[src/rtl/pwr_seq_pkg.sv]
package pwr_seq_pkg;

  // externally visible condition code
  typedef enum logic [1:0] {
    ST_OFF   = 2'd0,
    ST_STBY  = 2'd1,
    ST_TRANS = 2'd2,
    ST_READY = 2'd3
  } pwr_status_t;

  // internal sequencing phase
  typedef enum logic [2:0] {
    PH_OFF,
    PH_HOLD,
    PH_LOCK,
    PH_READY,
    PH_STBY
  } pwr_phase_t;

  function automatic pwr_status_t status_of(pwr_phase_t ph);
    case (ph)
      PH_HOLD, PH_LOCK: return ST_TRANS;
      PH_READY:         return ST_READY;
      PH_STBY:          return ST_STBY;
      default:          return ST_OFF;
    endcase
  endfunction

  // number of settling cycles for a given select value
  function automatic int unsigned holdoff_cycles(logic [3:0] sel, int unsigned unit);
    return (int'(sel) + 1) * unit;
  endfunction

endpackage

[src/rtl/pwr_seq_cnt.sv]
module pwr_seq_cnt #(
  parameter int W = 8
) (
  input  logic         clk,
  input  logic         rst_n,
  input  logic         clr,
  input  logic         en,
  input  logic [W-1:0] limit,
  output logic         done
);
  logic [W-1:0] cnt;

  always_ff @(posedge clk) begin
    if (!rst_n || clr)      cnt <= '0;
    else if (en && !done)   cnt <= cnt + 1'b1;
  end

  assign done = (cnt == limit);


  cnt_bound_chk: assert property (@(posedge clk) disable iff (!rst_n)
    (en && !clr && !done) |=> (cnt == $past(cnt) + 1'b1));
endmodule

[src/rtl/pwr_seq_irq.sv]
module pwr_seq_irq (
  input  logic clk,
  input  logic rst_n,
  input  logic tmo_event,
  input  logic tmo_clr,
  input  logic tmo_ie,
  output logic tmo_flag,
  output logic irq
);
  always_ff @(posedge clk) begin
    if (!rst_n)         tmo_flag <= 1'b0;
    else if (tmo_event) tmo_flag <= 1'b1;
    else if (tmo_clr)   tmo_flag <= 1'b0;
  end

  assign irq = tmo_flag & tmo_ie;


  flag_sticky_chk: assert property (@(posedge clk) disable iff (!rst_n)
    (tmo_flag && !tmo_clr) |=> tmo_flag);

  flag_set_chk: assert property (@(posedge clk) disable iff (!rst_n)
    tmo_event |=> tmo_flag);
endmodule

[src/rtl/pwr_seq_fsm.sv]
module pwr_seq_fsm
  import pwr_seq_pkg::*;
(
  input  logic        clk,
  input  logic        rst_n,
  input  logic        trig_up,
  input  logic        trig_down,
  input  logic        trig_stby,
  input  logic        pll_lock,
  input  logic        cnt_done,
  output pwr_phase_t  phase,
  output logic        cnt_clr,
  output logic        cnt_en,
  output logic        tmo_event,
  output logic [1:0]  state_o,
  output logic        ref_en,
  output logic        sub_pwr_en
);
  pwr_phase_t nxt;

  always_comb begin
    nxt       = phase;
    tmo_event = 1'b0;
    case (phase)
      PH_OFF:   if (trig_up) nxt = PH_HOLD;
      PH_HOLD:  if (cnt_done) nxt = PH_LOCK;
      PH_LOCK: begin
        if (pll_lock) nxt = PH_READY;
        else if (cnt_done) begin
          nxt       = PH_OFF;
          tmo_event = 1'b1;
        end
      end
      PH_READY: begin
        if (trig_down)      nxt = PH_OFF;
        else if (trig_stby) nxt = PH_STBY;
      end
      PH_STBY: begin
        if (trig_down)    nxt = PH_OFF;
        else if (trig_up) nxt = PH_LOCK;
      end
      default: nxt = PH_OFF;
    endcase
  end

  always_ff @(posedge clk) begin
    if (!rst_n) phase <= PH_OFF;
    else        phase <= nxt;
  end

  assign cnt_clr    = (nxt != phase);
  assign cnt_en     = (phase == PH_HOLD) || (phase == PH_LOCK);
  assign state_o    = status_of(phase);
  assign ref_en     = (phase != PH_OFF);
  assign sub_pwr_en = (phase == PH_LOCK) || (phase == PH_READY);


  trans_ignore_chk: assert property (@(posedge clk) disable iff (!rst_n)
    (state_o == ST_TRANS) |=> (state_o != ST_STBY));

  timeout_off_chk: assert property (@(posedge clk) disable iff (!rst_n)
    (phase == PH_LOCK && cnt_done && !pll_lock) |=> (state_o == ST_OFF && !ref_en));

  down_chk: assert property (@(posedge clk) disable iff (!rst_n)
    ((state_o == ST_READY || state_o == ST_STBY) && trig_down) |=>
      (state_o == ST_OFF && !ref_en && !sub_pwr_en));

  stby_rails_chk: assert property (@(posedge clk) disable iff (!rst_n)
    (state_o == ST_STBY) |-> (ref_en && !sub_pwr_en));

  wake_chk: assert property (@(posedge clk) disable iff (!rst_n)
    (state_o == ST_STBY && trig_up && !trig_down) |=> (sub_pwr_en && state_o == ST_TRANS));
endmodule

[src/rtl/pwr_seq_top.sv]
module pwr_seq_top
  import pwr_seq_pkg::*;
#(
  parameter int HOLD_UNIT = 4688,
  parameter int LOCK_WIN  = 40000
) (
  input  logic       clk,
  input  logic       rst_n,
  input  logic       trig_up,
  input  logic       trig_down,
  input  logic       trig_stby,
  input  logic [3:0] holdoff_sel,
  input  logic       pll_lock,
  input  logic       tmo_clr,
  input  logic       tmo_ie,
  output logic [1:0] state_o,
  output logic       ref_en,
  output logic       sub_pwr_en,
  output logic       tmo_flag,
  output logic       irq
);
  localparam int HOLD_MAX = HOLD_UNIT * 16;
  localparam int CNT_MAX  = (HOLD_MAX > LOCK_WIN) ? HOLD_MAX : LOCK_WIN;
  localparam int CW       = $clog2(CNT_MAX + 1);

  pwr_phase_t    phase;
  logic          cnt_clr, cnt_en, cnt_done, tmo_event;
  logic [CW-1:0] limit;

  always_comb begin
    if (phase == PH_HOLD) limit = CW'(holdoff_cycles(holdoff_sel, HOLD_UNIT) - 1);
    else                  limit = CW'(LOCK_WIN - 1);
  end

  pwr_seq_fsm u_fsm (
    .clk(clk), .rst_n(rst_n),
    .trig_up(trig_up), .trig_down(trig_down), .trig_stby(trig_stby),
    .pll_lock(pll_lock), .cnt_done(cnt_done),
    .phase(phase), .cnt_clr(cnt_clr), .cnt_en(cnt_en), .tmo_event(tmo_event),
    .state_o(state_o), .ref_en(ref_en), .sub_pwr_en(sub_pwr_en)
  );

  pwr_seq_cnt #(.W(CW)) u_cnt (
    .clk(clk), .rst_n(rst_n), .clr(cnt_clr), .en(cnt_en),
    .limit(limit), .done(cnt_done)
  );

  pwr_seq_irq u_irq (
    .clk(clk), .rst_n(rst_n), .tmo_event(tmo_event), .tmo_clr(tmo_clr),
    .tmo_ie(tmo_ie), .tmo_flag(tmo_flag), .irq(irq)
  );


  reset_chk: assert property (@(posedge clk)
    !rst_n |=> (state_o == 2'd0 && !ref_en && !sub_pwr_en && !tmo_flag));
endmodule

[config.mk]
export PLATFORM = sky130hd
export DESIGN_NAME = pwr_seq_top
export DESIGN_NICKNAME = d
export VERILOG_FILES = /design/src/rtl/pwr_seq_pkg.sv /design/src/rtl/pwr_seq_cnt.sv /design/src/rtl/pwr_seq_irq.sv /design/src/rtl/pwr_seq_fsm.sv /design/src/rtl/pwr_seq_top.sv
export SDC_FILE = /design/constraint.sdc
export NUM_CORES = 1
export LEC_CHECK = 0
export ABC_AREA = 1
export BUFFER_PORTS_ARGS = -buffer_cell sky130_fd_sc_hd__buf_2
export CORE_ASPECT_RATIO = 2
export CORE_MARGIN = 10
export CORE_UTILIZATION = 52
export DETAILED_ROUTE_END_ITERATION = 12
export PLACE_DENSITY = 0.79
export SKIP_CTS_REPAIR_TIMING = 1
export SLEW_MARGIN = 10
export SYNTH_ARGS = -nofsm -noshare
export SYNTH_HDL_FRONTEND = slang
export SYNTH_SLANG_ARGS = --single-unit
[constraint.sdc]
create_clock -name clk -period 5.8 [get_ports clk]
set_input_delay 0.29 -clock clk [delete_from_list [all_inputs] [get_ports clk]]
set_output_delay 0.29 -clock clk [all_outputs]
set_load 0.01 [all_outputs]
==> results.cfg, run 1 <==
[hold_path]
holdPathStages = 4
hp-start = tmo_clr
min_to = u_irq.tmo_flag
min_path_type = primary input to register

[clock_tree]
clk_pin_slew_ps = 80
clockBufferDepth = 2
clkLatencyLatePin_ps = 270
numCtsBuffers = 3
htree_num_levels = 1
cts_sinks = 21
cts_tree = built
cts_root_buffer = clkbuf_8

[timing]
fin_tns_setup_ps = 0
skew_ps = 3.68
setup_violations = 0
timing.hold.ws_ps = 267
relSlewSlack_pct = 58.6
hold_viol = 0
timing.fmax_mhz = 230
worst_pin_slew_ps = 620
finalMaxSlewViolations = 0
rsz0062_at_grt = no
fin_crit_sh_pct = 74.9
period_minus_slack_ps = 4340

[global_routing]
grt_max_degree = 25
antenna_found_initial = 0
grt_overflow_total = 0
grt_pass1_wl_um = 11700
grt_pass1_vias = 2861
grt_usage_pct = 15.6

[die]
initial_core_util_pct = 53.5
rows = 37
die_w_um = 71.4
die_h_um = 123
ios = 18
die_area_um2 = 8770
fp.coreArea_um2 = 5140

[critical_path]
arrival_ps = 4490
criticalPathCategory = primary input to register
worstReg2RegStart = u_fsm.phase[0]
crit_top_cell = nand2_1
required_ps = 5940
path_max_fanout = 19
worstSetupEndpointType = register
r2r_end = u_cnt.cnt[10]
start_kind = primary input
crit_slowest_cell = nor3_1
rr_worst_depth = 17
r2r_setup_slack_ps = 2700
slowest_delay_ps = 350

[synthesis]
synth-seq-cells = 21
synth_seq_area_share_pct = 15.3
synth_flop_cell = dfxtp_1
synth_cell_types = 31
synth.area.top_cells = nand2_1 (21%), dfxtp_1 (15%), nand3_1 (12%)
synth_most_common_cell = nand2_1
synth_top_area_share_pct = 21.2
avgSynthCellArea_um2 = 5.67
synth_edf_count = 0
syn-instance-count = 485
synth_area_um2 = 2750
synth_top_area_cell = nand2_1
syn-num-nets = 512
synth_commonest_cells = nand2_1 (155), inv_1 (80), nand3_1 (65)
async_flop_share_pct = 0
yosysWarnings = 0

[pwr]
switchingPower_w = 0.000166
clkPwrFrac_pct = 23.7
p_seq_share_pct = 35.4
p_int_w = 0.000249
peakVddDrop_mv = 0.205
p_leak_nw = 1.43
power_frac_comb_pct = 40.9
power_density_nw_per_um2 = 144
p_sw_share_pct = 40.0

[route]
drc = 0
drt_iter0_markers = 157
vias = 2966
drt_wl_total_um = 6750
antenna_left = 0
drt-pass1-iter-count = 4
wl_per_cell_um = 12.1
routed_via_density = 5.33

[cells_and_area]
drive_above_1_share_pct = 9.64
seqCellArea_um2 = 420
fillers = 533
num_antenna_cells = 0
nets = 526
multiInputGateArea_um2 = 1960
syn_to_final_growth_pct = 5.10

[placement]
dpl.hpwl_um = 5620
routabilityCongestion = 0.948
io_buffers = 17

[job]
cap_violations = 0

[outcome]
outcome = complete, no violations
-- worst max-delay path by stage --
stage                   start            end  slack, ps
2_1_floorplan  holdoff_sel[0]   u_cnt.cnt[0]       2150
3_3_place_gp   holdoff_sel[0]  u_cnt.cnt[10]       1400
3_5_place_dp   holdoff_sel[0]  u_cnt.cnt[10]       1250
4_1_cts        holdoff_sel[0]  u_cnt.cnt[10]       1520
5_1_grt        holdoff_sel[0]  u_cnt.cnt[14]        990
6_report       holdoff_sel[0]  u_cnt.cnt[10]       1460
-- critical path, delay by kind of cell --
kind / cells / cell delay, ps
buffers and inverters: 4 / 460
adder cells (fa/ha/maj): 3 / 910
XOR/XNOR: 1 / 230
AND/OR/NAND/NOR: 17 / 2580
-- power by group through the flow --
stage	combinational (W)	clock [W]	sequential [W]
CTS	0.000169	0.000102	0.000147
detailed placement	0.000168	0	0.000151
finish	0.000170	0.0000982	0.000147
global placement	0.000165	0	0.000150
global route	0.000197	0.000106	0.000147
floorplan	0.000138	0	0.000150
-- flip-flops by register name (all words and copies together) (netlist names) --
| signal | count |
|---|---|
| u_irq.tmo_flag | 1 |
| u_fsm.phase | 3 |
| u_cnt.cnt | 17 |
-- layout by cell type, fill, tap and decap left out --
| cell | n |
|---|---|
| ha_1 | 15 |
| buf_2 | 17 |
| nor3_2 | 11 |
| nor3b_1 | 1 |
| xor2_1 | 17 |
| nand3b_1 | 1 |
| nor2_4 | 2 |
| nand4_1 | 15 |
| nand2_2 | 3 |
| nor3_1 | 12 |
| inv_1 | 80 |
| nand2_1 | 155 |
| or2_1 | 1 |
| nor2_2 | 4 |
| a211oi_1 | 1 |
| nor2_1 | 43 |
| nand3_2 | 3 |
| a22o_1 | 1 |
| clkinvlp_4 | 1 |
| nand2_4 | 3 |
| clkbuf_8 | 3 |
| dfxtp_1 | 21 |
| inv_2 | 1 |
| a21oi_1 | 5 |
| nand3_1 | 65 |
| o21ai_0 | 6 |
| a31oi_1 | 1 |
| o21ai_1 | 1 |
| conb_1 | 1 |
| nor4_1 | 8 |
-- per-stage QoR --
step	instances	area [um2]	total power (W)	setup WS [ps]	utilization, %
6_report	556	2890	0.000415	1460	56.2
5_1_grt	556	2890	0.000450	993	56.2
3_5_place_dp	552	2840	0.000319	1250	55.2
3_3_place_gp	552	2840	0.000315	1400	55.2
2_1_floorplan	485	2750	0.000288	2150	-
4_1_cts	556	2890	0.000418	1520	56.2
-- logic make-up after synthesis --
family | share of synthesized area [%]
DFF | 15.3
xor gates and xnor gates | 5.42
AOI/OAI and AO/OA | 3.01
buffers and inverters | 13.5
adders and majority gates | 6.83
and+or+nand+nor | 55.8
other | 0.136
-- metal layers --
layer  track usage (%)  up-vias  routed length (um)
met1              14.4     1319                2530
met3              1.29       24                 138
met5                 0        -                   0
met4              8.39        0                 267
li1                  -     1572                   -
met2              31.5       51                3810
-- area by class of cell --
cell class	instances	area share (%)
Clock buffer	3	1.43
Clock inverter	1	0.260
Inverter	81	10.5
Multi-Input combinational cell	375	67.8
Sequential cell	21	14.6
Tap cell	58	2.51
Timing Repair Buffer	17	2.95
No activity file was read; power rests on OpenSTA's default activity.
==> run 2: changes to the inputs <==
--- a/config.mk
+++ b/config.mk
@@ -11,7 +11,7 @@
 export CORE_MARGIN = 10
 export CORE_UTILIZATION = 52
 export DETAILED_ROUTE_END_ITERATION = 12
-export PLACE_DENSITY = 0.79
+export PLACE_DENSITY = 0.82
 export SKIP_CTS_REPAIR_TIMING = 1
 export SLEW_MARGIN = 10
 export SYNTH_ARGS = -nofsm -noshare
==> constraint.sdc (replaced) <==
create_clock -name clk -period 3.9 [get_ports clk]
set_input_delay 0.195 -clock clk [delete_from_list [all_inputs] [get_ports clk]]
set_output_delay 0.195 -clock clk [all_outputs]
set_load 0.01 [all_outputs]
==> results.cfg, run 2 (same netlist as run 1, synthesis figures left out) <==
[route]
routed_via_density = 5.41
antenna_left = 0
drt_wl_total_um = 7070
drc = 0
vias = 3042
wl_per_cell_um = 12.6
drt_iter0_markers = 228
drt-pass1-iter-count = 4

[clock_tree]
htree_num_levels = 1
cts_tree = built
clkLatencyLatePin_ps = 260
clockBufferDepth = 2
cts_root_buffer = clkbuf_8
clk_pin_slew_ps = 80
numCtsBuffers = 3
cts_sinks = 21

[global_routing]
grt_pass1_wl_um = 12000
grt_max_degree = 25
grt_overflow_total = 0
grt_usage_pct = 16.1
grtUsageMet3_pct = 1.29
antenna_found_initial = 0
grt_pass1_vias = 2937
met2_usage_pct = 31.9
grt_busiest_layer = met2
met1_usage_pct = 14.5

[placement]
dpl.hpwl_um = 5690
routabilityCongestion = 0.997
io_buffers = 17
dp_slack_ps = -78.8

[timing]
period_minus_slack_ps = 3560
timing.fmax_mhz = 281
finalMaxSlewViolations = 0
fin_tns_setup_ps = 0
setup_violations = 0
fin_crit_sh_pct = 91.2
relSlewSlack_pct = 54.7
skew_ps = 1.13
worst_pin_slew_ps = 678
hold_viol = 0
fin_ws_ps = 342

[critical_path]
criticalPathCategory = primary input to register
required_ps = 4090
crit_slowest_cell = ha_1
crit_top_cell = nand2_1
r2r_setup_slack_ps = 1130
path_max_fanout = 17
worstReg2RegStart = u_fsm.phase[0]
rr_worst_depth = 17
start_kind = primary input
arrival_ps = 3750
r2r_end = u_cnt.cnt[13]
worstSetupEndpointType = register
slowest_delay_ps = 340

[die]
fp.coreArea_um2 = 5140
rows = 37
die_h_um = 123
die_area_um2 = 8770
ios = 18
initial_core_util_pct = 53.5
die_w_um = 71.4

[pwr]
power_frac_comb_pct = 43.8
peakVddDrop_mv = 0.249
p_leak_nw = 1.48
power_density_nw_per_um2 = 213
p_sw_share_pct = 40.2
p_int_w = 0.000388
switchingPower_w = 0.000261
clkPwrFrac_pct = 22.5
p_seq_share_pct = 33.7

[cells_and_area]
syn_to_final_growth_pct = 10.7
nets = 532
top_regs = u_cnt.cnt (17), u_fsm.phase (3), u_irq.tmo_flag (1)
largest_register_ffs = 17
largest_register = u_cnt.cnt
num_antenna_cells = 0
layout_commonest_cell = nand2_1
drive_above_1_share_pct = 12.7
mostFrequentLayoutCells = nand2_1 (155), inv_1 (80), nand3_1 (63), nor2_1 (40), dfxtp_1 (21)

[hold_path]
holdPathStages = 4
min_path_type = primary input to register
min_to = u_irq.tmo_flag
hp-start = tmo_clr

[outcome]
outcome = complete, no violations

[job]
cap_violations = 0
-- run 2: changes by cell type in the layout (fill, tap and decap cells not counted), moves of 2 or more --
cell,before,now
ha_1,15,12
nor2_1,43,40
nand3_2,3,5
buf_12,0,4
nor3_1,12,10
buf_4,0,2
ha_4,0,2
nor2_2,4,7
nand3_1,65,63
-- run 2: power by group through the flow --
| stage | clock network, W | registers, W | logic [W] |
|---|---|---|---|
| 2_1_floorplan | 0 | 0.000223 | 0.000205 |
| 5_1_grt | 0.000162 | 0.000219 | 0.000324 |
| 3_5_place_dp | 0 | 0.000224 | 0.000262 |
| 6_report | 0.000146 | 0.000219 | 0.000284 |
| 4_1_cts | 0.000151 | 0.000219 | 0.000263 |
| 3_3_place_gp | 0 | 0.000224 | 0.000255 |
-- run 2: worst max path at each step --
stage | endpoint | slack (ps) | startpoint | cells after the start
2_1_floorplan | u_cnt.cnt[0] | 350 | holdoff_sel[0] | 25
3_3_place_gp | u_cnt.cnt[16] | 20 | holdoff_sel[1] | 27
3_5_place_dp | u_cnt.cnt[13] | -80 | holdoff_sel[1] | 25
4_1_cts | u_cnt.cnt[13] | 200 | holdoff_sel[1] | 25
5_1_grt | u_cnt.cnt[12] | -70 | holdoff_sel[1] | 28
6_report | u_cnt.cnt[13] | 340 | holdoff_sel[1] | 25
-- run 2: final cells by class --
| cell class | instances | area, um2 |
|---|---|---|
| clock buffers | 4 | 45.0 |
| fillers | 530 | 2100 |
| inverters | 81 | 304 |
| multi-input cells | 375 | 2020 |
| flip-flops and latches | 21 | 420 |
| well taps | 58 | 72.6 |
| repair buffers | 23 | 180 |
-- run 2: per-stage QoR --
step           utilization [%]  power (W)  instances  hold slack, ps  area, um2
2_1_floorplan                -   0.000428        485             358       2750
5_1_grt                   59.2   0.000705        562             213       3040
4_1_cts                   58.0   0.000633        562             185       2980
6_report                  59.2   0.000649        562             182       3040
3_3_place_gp              57.1   0.000479        558             452       2930
3_5_place_dp              57.1   0.000486        558             470       2930
-- run 2: critical path, delay by kind of cell --
family	cells	cell delay (ps)
xor+xnor	1	190
fa+ha+maj	3	760
buf+inv	4	430
simple gates	17	2160
-- run 2: metal layers --
| layer | wire length (um) | up-vias |
|---|---|---|
| met4 | 391 | 0 |
| li1 | - | 1587 |
| met5 | 0 | - |
| met3 | 171 | 29 |
| met2 | 4000 | 61 |
| met1 | 2500 | 1365 |
